[src/rtl/mtim_pkg.sv]
package mtim_pkg;

    localparam int DW       = 16;
    localparam int NCH      = 3;
    localparam int MAXGR    = 4;
    localparam int OFFW     = 3;
    localparam int CHW      = 2;
    localparam int AW       = CHW + OFFW;
    localparam int NSLOT    = 1 << OFFW;
    localparam int FLDW     = 3;
    localparam int INIT_BIT = 15;

    localparam logic [OFFW-1:0] OFF_CTRL = 3'd0;
    localparam logic [OFFW-1:0] OFF_IOC  = 3'd1;
    localparam logic [OFFW-1:0] OFF_STAT = 3'd2;
    localparam logic [OFFW-1:0] OFF_CNT  = 3'd3;
    localparam int              GR_BASE  = 4;

    localparam logic [CHW-1:0]  CH_GLOBAL = 2'd3;

    typedef enum logic [1:0] {
        ACT_NONE = 2'b00,
        ACT_LOW  = 2'b01,
        ACT_HIGH = 2'b10,
        ACT_TOG  = 2'b11
    } act_e;

    // Per-register I/O field: cap=1 capture mode, act = edge select in capture mode
    typedef struct packed {
        logic cap;
        act_e act;
    } iofld_t;

    typedef struct packed {
        logic [MAXGR-1:0] gr;
        logic             cnt;
        logic             stat;
        logic             ioc;
        logic             ctrl;
    } wsel_t;

    function automatic int gr_count(input int ch);
        return (ch == 0) ? MAXGR : 2;
    endfunction

    function automatic logic apply_act(input logic cur, input act_e a);
        logic r;
        case (a)
            ACT_LOW:  r = 1'b0;
            ACT_HIGH: r = 1'b1;
            ACT_TOG:  r = ~cur;
            default:  r = cur;
        endcase
        return r;
    endfunction

    function automatic logic [DW-1:0] be_merge(input logic [DW-1:0] old_v,
                                               input logic [DW-1:0] new_v,
                                               input logic [1:0]    be);
        logic [DW-1:0] r;
        r = old_v;
        if (be[0]) r[DW/2-1:0]  = new_v[DW/2-1:0];
        if (be[1]) r[DW-1:DW/2] = new_v[DW-1:DW/2];
        return r;
    endfunction

endpackage

[src/rtl/mtim_counter.sv]
module mtim_counter
    import mtim_pkg::*;
#(
    parameter int W = DW
) (
    input  logic         clk,
    input  logic         rst,
    input  logic         run,
    input  logic         load,
    input  logic [W-1:0] load_val,
    output logic [W-1:0] cnt,
    output logic         wrap
);

    localparam logic [W-1:0] TOP = '1;

    always_ff @(posedge clk) begin
        if (rst)       cnt <= '0;
        else if (load) cnt <= load_val;
        else if (run)  cnt <= cnt + 1'b1;
    end

    assign wrap = run & ~load & (cnt == TOP);

    logic past_ok;
    always_ff @(posedge clk) begin
        if (rst) past_ok <= 1'b0;
        else     past_ok <= 1'b1;
    end

    AST_CNT_HOLD: assert property (@(posedge clk) disable iff (rst)
        (past_ok && $past(!run && !load)) |-> (cnt == $past(cnt)));

    AST_CNT_STEP: assert property (@(posedge clk) disable iff (rst)
        (past_ok && $past(run && !load)) |-> (cnt == W'($past(cnt) + 1'b1)));

endmodule

[src/rtl/mtim_regif.sv]
module mtim_regif
    import mtim_pkg::*;
#(
    parameter int N = NCH
) (
    input  logic                             clk,
    input  logic                             rst,
    input  logic                             bus_wr,
    input  logic [AW-1:0]                    bus_addr,
    input  logic                             be_lo,
    input  logic [N-1:0]                     start_wd,
    input  logic [N-1:0][NSLOT-1:0][DW-1:0]  ch_rd,
    output logic [N-1:0]                     start_q,
    output wsel_t [N-1:0]                    wsel,
    output logic [DW-1:0]                    bus_rdata
);

    logic [CHW-1:0]  ch_idx;
    logic [OFFW-1:0] off;
    logic            gl_wr;

    assign ch_idx = bus_addr[AW-1:OFFW];
    assign off    = bus_addr[OFFW-1:0];
    assign gl_wr  = bus_wr && (ch_idx == CH_GLOBAL) && (off == '0);

    always_comb begin
        for (int i = 0; i < N; i++) begin
            wsel[i] = '0;
            if (bus_wr && (ch_idx == CHW'(i))) begin
                case (off)
                    OFF_CTRL: wsel[i].ctrl = 1'b1;
                    OFF_IOC:  wsel[i].ioc  = 1'b1;
                    OFF_STAT: wsel[i].stat = 1'b1;
                    OFF_CNT:  wsel[i].cnt  = 1'b1;
                    default:  wsel[i].gr[off[1:0]] = 1'b1;
                endcase
            end
        end
    end

    always_ff @(posedge clk) begin
        if (rst)                start_q <= '0;
        else if (gl_wr && be_lo) start_q <= start_wd;
    end

    always_comb begin
        bus_rdata = '0;
        if (ch_idx == CH_GLOBAL) begin
            if (off == '0) bus_rdata = DW'(start_q);
        end else if (ch_idx < CHW'(N)) begin
            bus_rdata = ch_rd[ch_idx][off];
        end
    end

    AST_WSEL_ONEHOT: assert property (@(posedge clk) disable iff (rst)
        $onehot0(wsel));

    AST_START_LOCAL: assert property (@(posedge clk) disable iff (rst)
        $past(!gl_wr) |-> $stable(start_q));

endmodule

[src/rtl/mtim_chan.sv]
module mtim_chan
    import mtim_pkg::*;
#(
    parameter int N_GR    = 2,
    parameter bit HAS_BUF = 1'b0
) (
    input  logic                         clk,
    input  logic                         rst,
    input  logic                         run,
    input  wsel_t                        wsel,
    input  logic [DW-1:0]                wdata,
    input  logic [1:0]                   be,
    input  logic                         cap_in,
    output logic                         pin,
    output logic [NSLOT-1:0][DW-1:0]     rd
);

    localparam bit            BUF_CAP  = HAS_BUF && (N_GR == MAXGR);
    localparam int            NPAIR    = N_GR / 2;
    localparam logic [DW-1:0] IOC_MASK = DW'((1 << (FLDW * N_GR)) - 1) | (DW'(1) << INIT_BIT);

    logic            full_wr;
    logic [DW-1:0]   cnt;
    logic            wrap;
    logic            buf_en;
    logic            buf_on;
    logic [DW-1:0]   ioc_q;
    logic [DW-1:0]   ioc_new;
    logic            ioc_wr;
    logic            ovf;
    logic            cap_prev;
    logic            rise;
    logic            fall;
    logic            pin_d;
    iofld_t          fld     [N_GR];
    logic [DW-1:0]   gr_q    [N_GR];
    logic [N_GR-1:0] active;
    logic [N_GR-1:0] cap_hit;
    logic [N_GR-1:0] cmp_hit;

    assign full_wr = &be;

    mtim_counter #(.W(DW)) u_cnt (
        .clk      (clk),
        .rst      (rst),
        .run      (run),
        .load     (wsel.cnt & full_wr),
        .load_val (wdata),
        .cnt      (cnt),
        .wrap     (wrap)
    );

    // control: bit 0 buffer mode (effective only where pairs exist)
    always_ff @(posedge clk) begin
        if (rst)                      buf_en <= 1'b0;
        else if (wsel.ctrl && be[0])  buf_en <= wdata[0];
    end
    assign buf_on = BUF_CAP & buf_en;

    assign ioc_new = be_merge(ioc_q, wdata, be) & IOC_MASK;
    assign ioc_wr  = wsel.ioc & (|be);

    always_ff @(posedge clk) begin
        if (rst)         ioc_q <= '0;
        else if (ioc_wr) ioc_q <= ioc_new;
    end

    always_ff @(posedge clk) begin
        if (rst) cap_prev <= 1'b0;
        else     cap_prev <= cap_in;
    end
    assign rise = cap_in & ~cap_prev;
    assign fall = ~cap_in & cap_prev;

    for (genvar k = 0; k < N_GR; k++) begin : g_gr
        assign fld[k]     = iofld_t'(ioc_q[FLDW*k +: FLDW]);
        assign active[k]  = !(buf_on && (k >= NPAIR));
        assign cap_hit[k] = active[k] & fld[k].cap &
                            ((fld[k].act[0] & rise) | (fld[k].act[1] & fall));
        assign cmp_hit[k] = active[k] & ~fld[k].cap & run & (cnt == gr_q[k]);

        if (BUF_CAP && (k < NPAIR)) begin : g_main
            always_ff @(posedge clk) begin
                if (rst)                        gr_q[k] <= '1;
                else if (wsel.gr[k] && full_wr) gr_q[k] <= wdata;
                else if (cap_hit[k])            gr_q[k] <= cnt;
                else if (buf_on && cmp_hit[k])  gr_q[k] <= gr_q[k+NPAIR];
            end
        end else if (BUF_CAP) begin : g_shadow
            always_ff @(posedge clk) begin
                if (rst)                                gr_q[k] <= '1;
                else if (wsel.gr[k] && full_wr)         gr_q[k] <= wdata;
                else if (buf_on && cap_hit[k-NPAIR])    gr_q[k] <= gr_q[k-NPAIR];
                else if (cap_hit[k])                    gr_q[k] <= cnt;
            end

            AST_BUF_SHIFT: assert property (@(posedge clk) disable iff (rst)
                $past(buf_on && cap_hit[k-NPAIR] && !(wsel.gr[k] && full_wr))
                |-> (gr_q[k] == $past(gr_q[k-NPAIR])));
        end else begin : g_plain
            always_ff @(posedge clk) begin
                if (rst)                        gr_q[k] <= '1;
                else if (wsel.gr[k] && full_wr) gr_q[k] <= wdata;
                else if (cap_hit[k])            gr_q[k] <= cnt;
            end
        end
    end

    always_comb begin
        pin_d = pin;
        for (int k = 0; k < N_GR; k++) begin
            if (cmp_hit[k]) pin_d = apply_act(pin_d, fld[k].act);
        end
    end

    always_ff @(posedge clk) begin
        if (rst)                  pin <= 1'b0;
        else if (ioc_wr && !run)  pin <= ioc_new[INIT_BIT];
        else                      pin <= pin_d;
    end

    always_ff @(posedge clk) begin
        if (rst)                                ovf <= 1'b0;
        else if (wrap)                          ovf <= 1'b1;
        else if (wsel.stat && be[0] && !wdata[0]) ovf <= 1'b0;
    end

    always_comb begin
        rd           = '0;
        rd[OFF_CTRL] = DW'(buf_en);
        rd[OFF_IOC]  = ioc_q;
        rd[OFF_STAT] = DW'(ovf);
        rd[OFF_CNT]  = cnt;
        for (int k = 0; k < N_GR; k++) rd[GR_BASE+k] = gr_q[k];
    end

    logic past_ok;
    always_ff @(posedge clk) begin
        if (rst) past_ok <= 1'b0;
        else     past_ok <= 1'b1;
    end

    AST_OVF_SET: assert property (@(posedge clk) disable iff (rst)
        (past_ok && $past(wrap)) |-> ovf);

    AST_PIN_HOLD: assert property (@(posedge clk) disable iff (rst)
        (past_ok && $past(!run && !ioc_wr)) |-> (pin == $past(pin)));

    AST_PIN_INIT: assert property (@(posedge clk) disable iff (rst)
        (past_ok && $past(ioc_wr && !run)) |-> (pin == $past(wdata[INIT_BIT] & be[1] | ioc_q[INIT_BIT] & ~be[1])));

    AST_NARROW_CNT: assert property (@(posedge clk) disable iff (rst)
        (past_ok && $past(wsel.cnt && !full_wr && !run)) |-> (cnt == $past(cnt)));

endmodule

[src/rtl/mtim_top.sv]
module mtim_top
    import mtim_pkg::*;
(
    input  logic           clk,
    input  logic           rst,
    input  logic           bus_wr,
    input  logic [4:0]     bus_addr,
    input  logic [1:0]     bus_be,
    input  logic [15:0]    bus_wdata,
    output logic [15:0]    bus_rdata,
    input  logic [2:0]     cap_in,
    output logic [2:0]     cmp_out
);

    logic [NCH-1:0]                    start_q;
    wsel_t [NCH-1:0]                   wsel;
    logic [NCH-1:0][NSLOT-1:0][DW-1:0] ch_rd;

    mtim_regif #(.N(NCH)) u_regif (
        .clk       (clk),
        .rst       (rst),
        .bus_wr    (bus_wr),
        .bus_addr  (bus_addr),
        .be_lo     (bus_be[0]),
        .start_wd  (bus_wdata[NCH-1:0]),
        .ch_rd     (ch_rd),
        .start_q   (start_q),
        .wsel      (wsel),
        .bus_rdata (bus_rdata)
    );

    for (genvar i = 0; i < NCH; i++) begin : g_ch
        mtim_chan #(
            .N_GR    (gr_count(i)),
            .HAS_BUF (i == 0)
        ) u_chan (
            .clk    (clk),
            .rst    (rst),
            .run    (start_q[i]),
            .wsel   (wsel[i]),
            .wdata  (bus_wdata),
            .be     (bus_be),
            .cap_in (cap_in[i]),
            .pin    (cmp_out[i]),
            .rd     (ch_rd[i])
        );
    end

endmodule

[config.mk]
export PLATFORM = sky130hd
export DESIGN_NAME = mtim_top
export DESIGN_NICKNAME = d
export VERILOG_FILES = /design/src/rtl/mtim_pkg.sv /design/src/rtl/mtim_counter.sv /design/src/rtl/mtim_regif.sv /design/src/rtl/mtim_chan.sv /design/src/rtl/mtim_top.sv
export SDC_FILE = /design/constraint.sdc
export NUM_CORES = 1
export LEC_CHECK = 0
export BUFFER_PORTS_ARGS = -buffer_cell sky130_fd_sc_hd__buf_2
export CAP_MARGIN = 20
export CORE_ASPECT_RATIO = 1.1
export CORE_MARGIN = 3
export CORE_UTILIZATION = 58
export CTS_CLUSTER_DIAMETER = 80
export DETAILED_ROUTE_END_ITERATION = 6
export MAX_ROUTING_LAYER = met4
export PLACE_DENSITY = 0.79
export SKIP_LAST_GASP = 1
export SLEW_MARGIN = 20
export SYNTH_ARGS = -nofsm -noshare
export SYNTH_HDL_FRONTEND = slang
export SYNTH_SLANG_ARGS = --single-unit
[constraint.sdc]
create_clock -name clk -period 5 [get_ports clk]
set_input_delay 1 -clock clk [delete_from_list [all_inputs] [get_ports clk]]
set_output_delay 1 -clock clk [all_outputs]
set_load 0.05 [all_outputs]
==> results.md, run 1 <==
- Largest family of logic cells by synthesized area: simple AND/OR/NAND/NOR gates
- Number of vias per cell: 7.02
- Clock share of power: 42.7%
- Internal Pwr Total: 3.12 mW
- Final Wtd Congestion: 1.06
- Num Clock Sinks: 218
- Hold depth: 2
- WL final: 55.2 mm
- Adder-cell area share of the yosys netlist: 0.271%
- Warnings, synthesis: 0
- Cell row count: 58
- Vias: 12.9k
- Worst-Margin Slew: 1.12 ns
- Number of library cell types mapped by synthesis: 58
- Leak Pwr: 5.42 nW
- Syn nets: 1607
- Mux cell area share after synthesis: 7.11%
- Total die area: 0.0258 mm²
- Status: finished clean
- Hold Vio Cnt, Final: 0
- Worst skew pair latency: 0.56 ns
- Synth Area in Compound Gates: 16.2%
- DRC viols: 0
- Critical path type: in2out
- Fin nets: 1544
- Number of iterations in the first detailed-routing pass: 6
- Post-synthesis sequential area ratio: 40.8%
- Worst min-delay path class: reg2reg
- Post-Syn Area: 0.0138 mm²
- Unrepaired setup endpoints after global routing: no
- Layout area overhead: 6.65%
- Syn Area/Cell: 8.79 µm²
- Synthesized instance count: 1575
- Number of synthesized flops with an enable pin: 128
- Port bufs: 47
- Max-cap viol count: 0
- Dpl cells: 1785
- Relative slew slack: 24.3%
- Crit share post-route: 87.4%
- Primary FF master, synth: edfxtp_1
- Largest net degree at the start of global routing: 96
- Clock root cell: clkbuf_16
- Power share of the sequential group: 47.7%
- H-tree Lvls: 1
- Post-CTS Resized: 0
- Grt total ovfl: 0
- Worst Skew: 0.0377 ns
- Layout cells sized above 1: 7.51%
- Peak supply drop: 263 µV
- R2r setup slk: 1.84 ns
- Final non-filler cell total: 1832
- Final setup margin: 0.628 ns
- CORE AREA: 0.0231 mm²
- Synth async-reset ratio: 0%
- FILL cells: 1989
- Utilization after layout: 63.8%
- CP max FO: 23
- Vias in the first global route: 12.2k
- Dpl ws: 0.781 ns
- Worst reg2reg endpoint: g_ch[0].u_chan.gr_q[1][9]
- Critical Path AT: 3.37 ns
- F_max: 0.229 GHz
- Antenna-violating nets left: 0
- Flops & latches, synth: 218
- Synth Area in XOR/XNOR: 10.9%
- First-pass GRT wire length: 80.5 mm
- Switching share of power: 27.6%
- Post-CTS Setup Repair Bufs: 0
- GRT Total Usage: 42.7%
- Setup tns final: 0 ns
- Post-DR wirelength/cell: 30.1 µm
- CTS tree: built
- Fin crit period: 4.37 ns
- Psw: 1.19 mW
- Number of setup violations in the final report: 0
- Crit start category: input port
- Maximum root-to-sink buffer count: 3
- Comb power frac: 9.5%
- Hold path endpoint: g_ch[1].u_chan.ovf
- CTS buffer count: 25
- Simple-gate share of the synthesized area: 19.5%
- Crit path required time: 4.00 ns
- I/O Pins: 48
- Reg area: 0.00565 mm²
- Pins Over Slew Limit: 0
- Clock transition at path regs: 0.07 ns
- Iter 0 DRT Violations: 1962
- Cts hold-fix bufs: 0
- Die Y: 168 µm
- Initial antenna violation count: 1
- DPL Wire Length: 38.4 mm
- Die width: 153 µm
- Hold path start: g_ch[1].u_chan.ovf
- FF-to-FF Start: g_ch[0].u_chan.u_cnt.cnt[8]
- Starting Density: 59.8%
- Pwr/cell area: 291 mW/mm²
- Multi-input gate area: 0.00749 mm²
- CP Capture Type: primary output
- Worst reg2reg path depth: 5
-- per-layer routing --
metal / vias up / track usage [%] / share of wire [%]
met5: - / - / 0
li1: 5553 / - / -
met3: 234 / 8.59 / 12
met4: 0 / 24.1 / 7.6
met2: 995 / 63.1 / 43
met1: 6080 / 55.1 / 38
-- critical path: stages --
cell and delay (ns):
buf_2 0.51, buf_4 0.33, mux2i_1 0.38, nor2_1 0.08, a211oi_1 0.22, a21oi_1 0.09, a22oi_1 0.24, o221ai_1 0.21
buf_2 0.29
-- synth_stat cells, types with 9 or more instances --
cell type / count / area share (%)
a211oi_1: 49 / 2.7
a21oi_1: 36 / 1.3
a22o_1: 10 / 0.63
a22oi_1: 9 / 0.49
a31oi_1: 22 / 0.99
and2_1: 9 / 0.41
and3_1: 12 / 0.54
buf_1: 10 / 0.27
buf_2: 36 / 1.3
clkbuf_1: 109 / 3.0
dfxtp_1: 90 / 13
edfxtp_1: 128 / 28
mux2i_1: 96 / 6.9
nand2_1: 145 / 3.9
nand2b_1: 37 / 1.7
nand3_1: 38 / 1.4
nand4_1: 35 / 1.6
nor2_1: 231 / 6.3
nor2b_1: 14 / 0.63
nor3_1: 14 / 0.51
nor4_1: 20 / 0.90
o211ai_1: 12 / 0.65
o21ai_0: 38 / 1.4
o21ai_1: 12 / 0.43
o22a_1: 32 / 2.0
o22ai_1: 82 / 3.7
xnor2_1: 79 / 5.0
xor2_1: 94 / 5.9
-- metrics by stage --
stage / hold WS (ns) / cell area (µm²) / power (mW)
2_1_floorplan: 0.448 / 13800 / 2.30
3_3_place_gp: 0.462 / 14000 / 2.48
3_5_place_dp: 0.468 / 14000 / 2.48
4_1_cts: 0.478 / 14800 / 4.26
5_1_grt: 0.502 / 14800 / 4.37
6_report: 0.480 / 14800 / 4.30
-- cells by family (layout without fill, tap and decap cells) --
kind of cell    after synthesis  after routing
compound gates              332            332
xor+xnor                    173            173
fa+ha+maj                     3              3
buf+inv                     169            125
flops                       218            218
mux                          97             97
other cells                   0              1
simple gates                583            583
-- registers in the layout, summed over array words and instances, names as in the netlist --
signal and flops:
g_ch.u_chan.ioc_q 27, g_ch.u_chan.ovf 3, u_regif.start_q 3, g_ch.u_chan.pin 3
g_ch.u_chan.u_cnt.cnt 48, g_ch.u_chan.gr_q 128, g_ch.u_chan.buf_en 3, g_ch.u_chan.cap_prev 3
-- how the worst max path moves through the flow --
stage | startpoint | end | slack, ns | cells after the start
floorplan | bus_addr[4] | bus_rdata[13] | 0.64 | 7
global placement | bus_addr[4] | bus_rdata[5] | 0.83 | 9
detailed placement | bus_addr[4] | bus_rdata[5] | 0.78 | 9
CTS | bus_addr[4] | bus_rdata[5] | 0.77 | 9
global route | bus_addr[4] | bus_rdata[15] | 0.57 | 10
finish | bus_addr[4] | bus_rdata[5] | 0.63 | 9
-- cell usage in the layout, fill, tap and decap left out, types with 22 or more instances in the layout --
master / Yosys / layout
a21oi_1: 36 / 36
buf_4: 6 / 26
nand2b_1: 37 / 37
dfxtp_1: 90 / 90
edfxtp_1: 128 / 128
buf_2: 36 / 46
xnor2_1: 79 / 79
a31oi_1: 22 / 22
o21ai_0: 38 / 38
nor2_1: 231 / 231
clkbuf_16: 0 / 25
nand3_1: 38 / 38
xor2_1: 94 / 94
nand4_1: 35 / 35
mux2i_1: 96 / 96
nand2_1: 145 / 145
o22ai_1: 82 / 82
a211oi_1: 49 / 49
o22a_1: 32 / 32
-- cell type report --
type                    instances  area share [%]
well taps                     300            2.54
repair buffers                 72            2.88
flip-flops and latches        218            38.3
clock inverters                16           0.933
inverters                       7           0.178
multi-input cells            1188            50.8
diodes                          1          0.0170
clock buffers                  30            4.43
-- power by group through the flow --
stage | Sequential, mW | Combinational (mW) | Clock, mW
3_3_place_gp | 2.09 | 0.390 | 0
4_1_cts | 2.05 | 0.396 | 1.82
3_5_place_dp | 2.09 | 0.395 | 0
2_1_floorplan | 2.04 | 0.268 | 0
5_1_grt | 2.05 | 0.426 | 1.89
6_report | 2.05 | 0.409 | 1.84
Power figures use the tool's default switching activity.
==> inputs of run 2 (changes only) <==
--- a/config.mk
+++ b/config.mk
@@ -7,7 +7,6 @@
 export LEC_CHECK = 0
 export BUFFER_PORTS_ARGS = -buffer_cell sky130_fd_sc_hd__buf_2
 export CAP_MARGIN = 20
-export CORE_ASPECT_RATIO = 1.1
 export CORE_MARGIN = 3
 export CORE_UTILIZATION = 58
 export CTS_CLUSTER_DIAMETER = 80
==> results.md, run 2 (synthesis gave the netlist of run 1 again) <==
- Largest Register: g_ch.u_chan.gr_q
- Port bufs: 47
- Antenna-violating nets left: 0
- Clock root cell: clkbuf_16
- First-pass GRT wire length: 76.5 mm
- Vias: 12.8k
- Max-cap viol count: 0
- Overall power: 4.29 mW
- Final Wtd Congestion: 1.02
- Iter 0 DRT Violations: 2293
- Worst hold slack: 0.483 ns
- Status: finished clean
- Clock transition at path regs: 0.07 ns
- DPL Wire Length: 35.7 mm
- Relative slew slack: 24.3%
- Critical path type: in2out
- Post-CTS Resized: 0
- Layout cells sized above 1: 7.35%
- Leak Pwr: 5.40 nW
- GRT Total Usage: 39.8%
- Layout area overhead: 6.55%
- Cts hold-fix bufs: 0
- FF-to-FF Start: g_ch[0].u_chan.u_cnt.cnt[0]
- Maximum root-to-sink buffer count: 3
- Largest net degree at the start of global routing: 99
- CP max FO: 20
- Fin nets: 1538
- F_max: 0.232 GHz
- H-tree Lvls: 1
- Worst-path cell chain: buf_2 -> nor2_1 -> and2_0 -> nand2_1 -> o21ai_0 -> nand2_1 -> o21ai_1 -> a222oi_1 -> inv_1 -> buf_2
- Fin crit period: 4.30 ns
- Critical Path AT: 3.30 ns
- I/O Pins: 48
- Number of iterations in the first detailed-routing pass: 6
- Hold path start: g_ch[1].u_chan.ovf
- Vias in the first global route: 12.0k
- Unrepaired setup endpoints after global routing: no
- Most common cell after layout, fill and taps aside: nor2_1
- Largest registers: g_ch.u_chan.gr_q x128, g_ch.u_chan.u_cnt.cnt x48, g_ch.u_chan.ioc_q x27
- Worst min-delay path class: reg2reg
- Starting Density: 60.0%
- CP Launch Point: bus_addr[4]
- Worst-Margin Slew: 1.14 ns
- Pwr/cell area: 291 mW/mm²
- CP Capture Type: primary output
- Slowest CP cell: a222oi_1
- Cell row count: 55
- Utilization after layout: 64.0%
- Setup tns final: 0 ns
- Number of setup violations in the final report: 0
- WL final: 51.2 mm
- CTS buffer count: 24
- Pins Over Slew Limit: 0
- Post-CTS Setup Repair Bufs: 0
- Most frequent cells in the layout: nor2_1, nand2_1, edfxtp_1
- Crit start category: input port
- Grt total ovfl: 0
- Peak supply drop: 243 µV
- Total die area: 0.0258 mm²
- CORE AREA: 0.0231 mm²
- Final setup margin: 0.699 ns
- Max reg flops: 128
- Max incr delay on CP: 0.53 ns
- Initial antenna violation count: 1
- Num Clock Sinks: 218
- CTS tree: built
- Crit share post-route: 86.0%
- Hold Vio Cnt, Final: 0
- Worst skew pair latency: 0.54 ns
- Dpl ws: 0.867 ns
- Die Y: 160 µm
- Post-DR wirelength/cell: 27.8 µm
- Crit path required time: 4.00 ns
- DRC viols: 0
- Number of vias per cell: 6.99
- Worst Skew: 0.0119 ns
- Die width: 160 µm
run 2: changes by cell type in the layout (fill, tap and decap cells not counted), sizes merged:
cell / delta
clkinvlp: -1
clkinv: -3
clkbuf: +2
buf: -5
run 2: final cells by class:
class                           count  area [µm²]
Clock buffer                       32         683
Inverter                            7        26.3
Tap cell                          313         392
Timing Repair Buffer               67         388
Fill cell                        1964        8310
Antenna cell                        1        2.50
Clock inverter                     12         118
Multi-Input combinational cell   1188        7490
Sequential cell                   218        5650
run 2: final timing paths:
path                            slack [ns]                          to  depth (start not counted)
worst min-delay path                  0.48          g_ch[1].u_chan.ovf                          2
worst max-delay path                  0.70               bus_rdata[15]                         10
worst min register to register        0.48          g_ch[1].u_chan.ovf                          2
worst max register to register        1.85  g_ch[0].u_chan.gr_q[1][11]                          5
run 2: per-stage QoR:
stage	std cells	cell area [µm²]
floorplan	1575	13800
global placement	1793	13900
detailed placement	1793	13900
CTS	1837	14700
global route	1838	14700
finish	1838	14700
run 2: where the power goes:
group          leakage [nW]  switching (mW)  internal (mW)  total (mW)
Sequential             2.02          0.0800           1.96        2.04
Combinational          2.99           0.284          0.117       0.400
Clock                 0.393           0.785           1.07        1.85
run 2: layer usage:
layer	wire length [µm]	vias up	global-route usage (%)
li1	-	5534	-
met1	19500	6058	54.8
met2	22000	1060	57.6
met3	7280	188	9.18
met4	2380	0	14.4
met5	0	-	-
run 2: critical path, delay by kind of cell:
| kind | cells | cell delay (ns) |
|---|---|---|
| buf+inv | 3 | 0.77 |
| compound gates | 3 | 0.68 |
| simple gates | 4 | 0.83 |
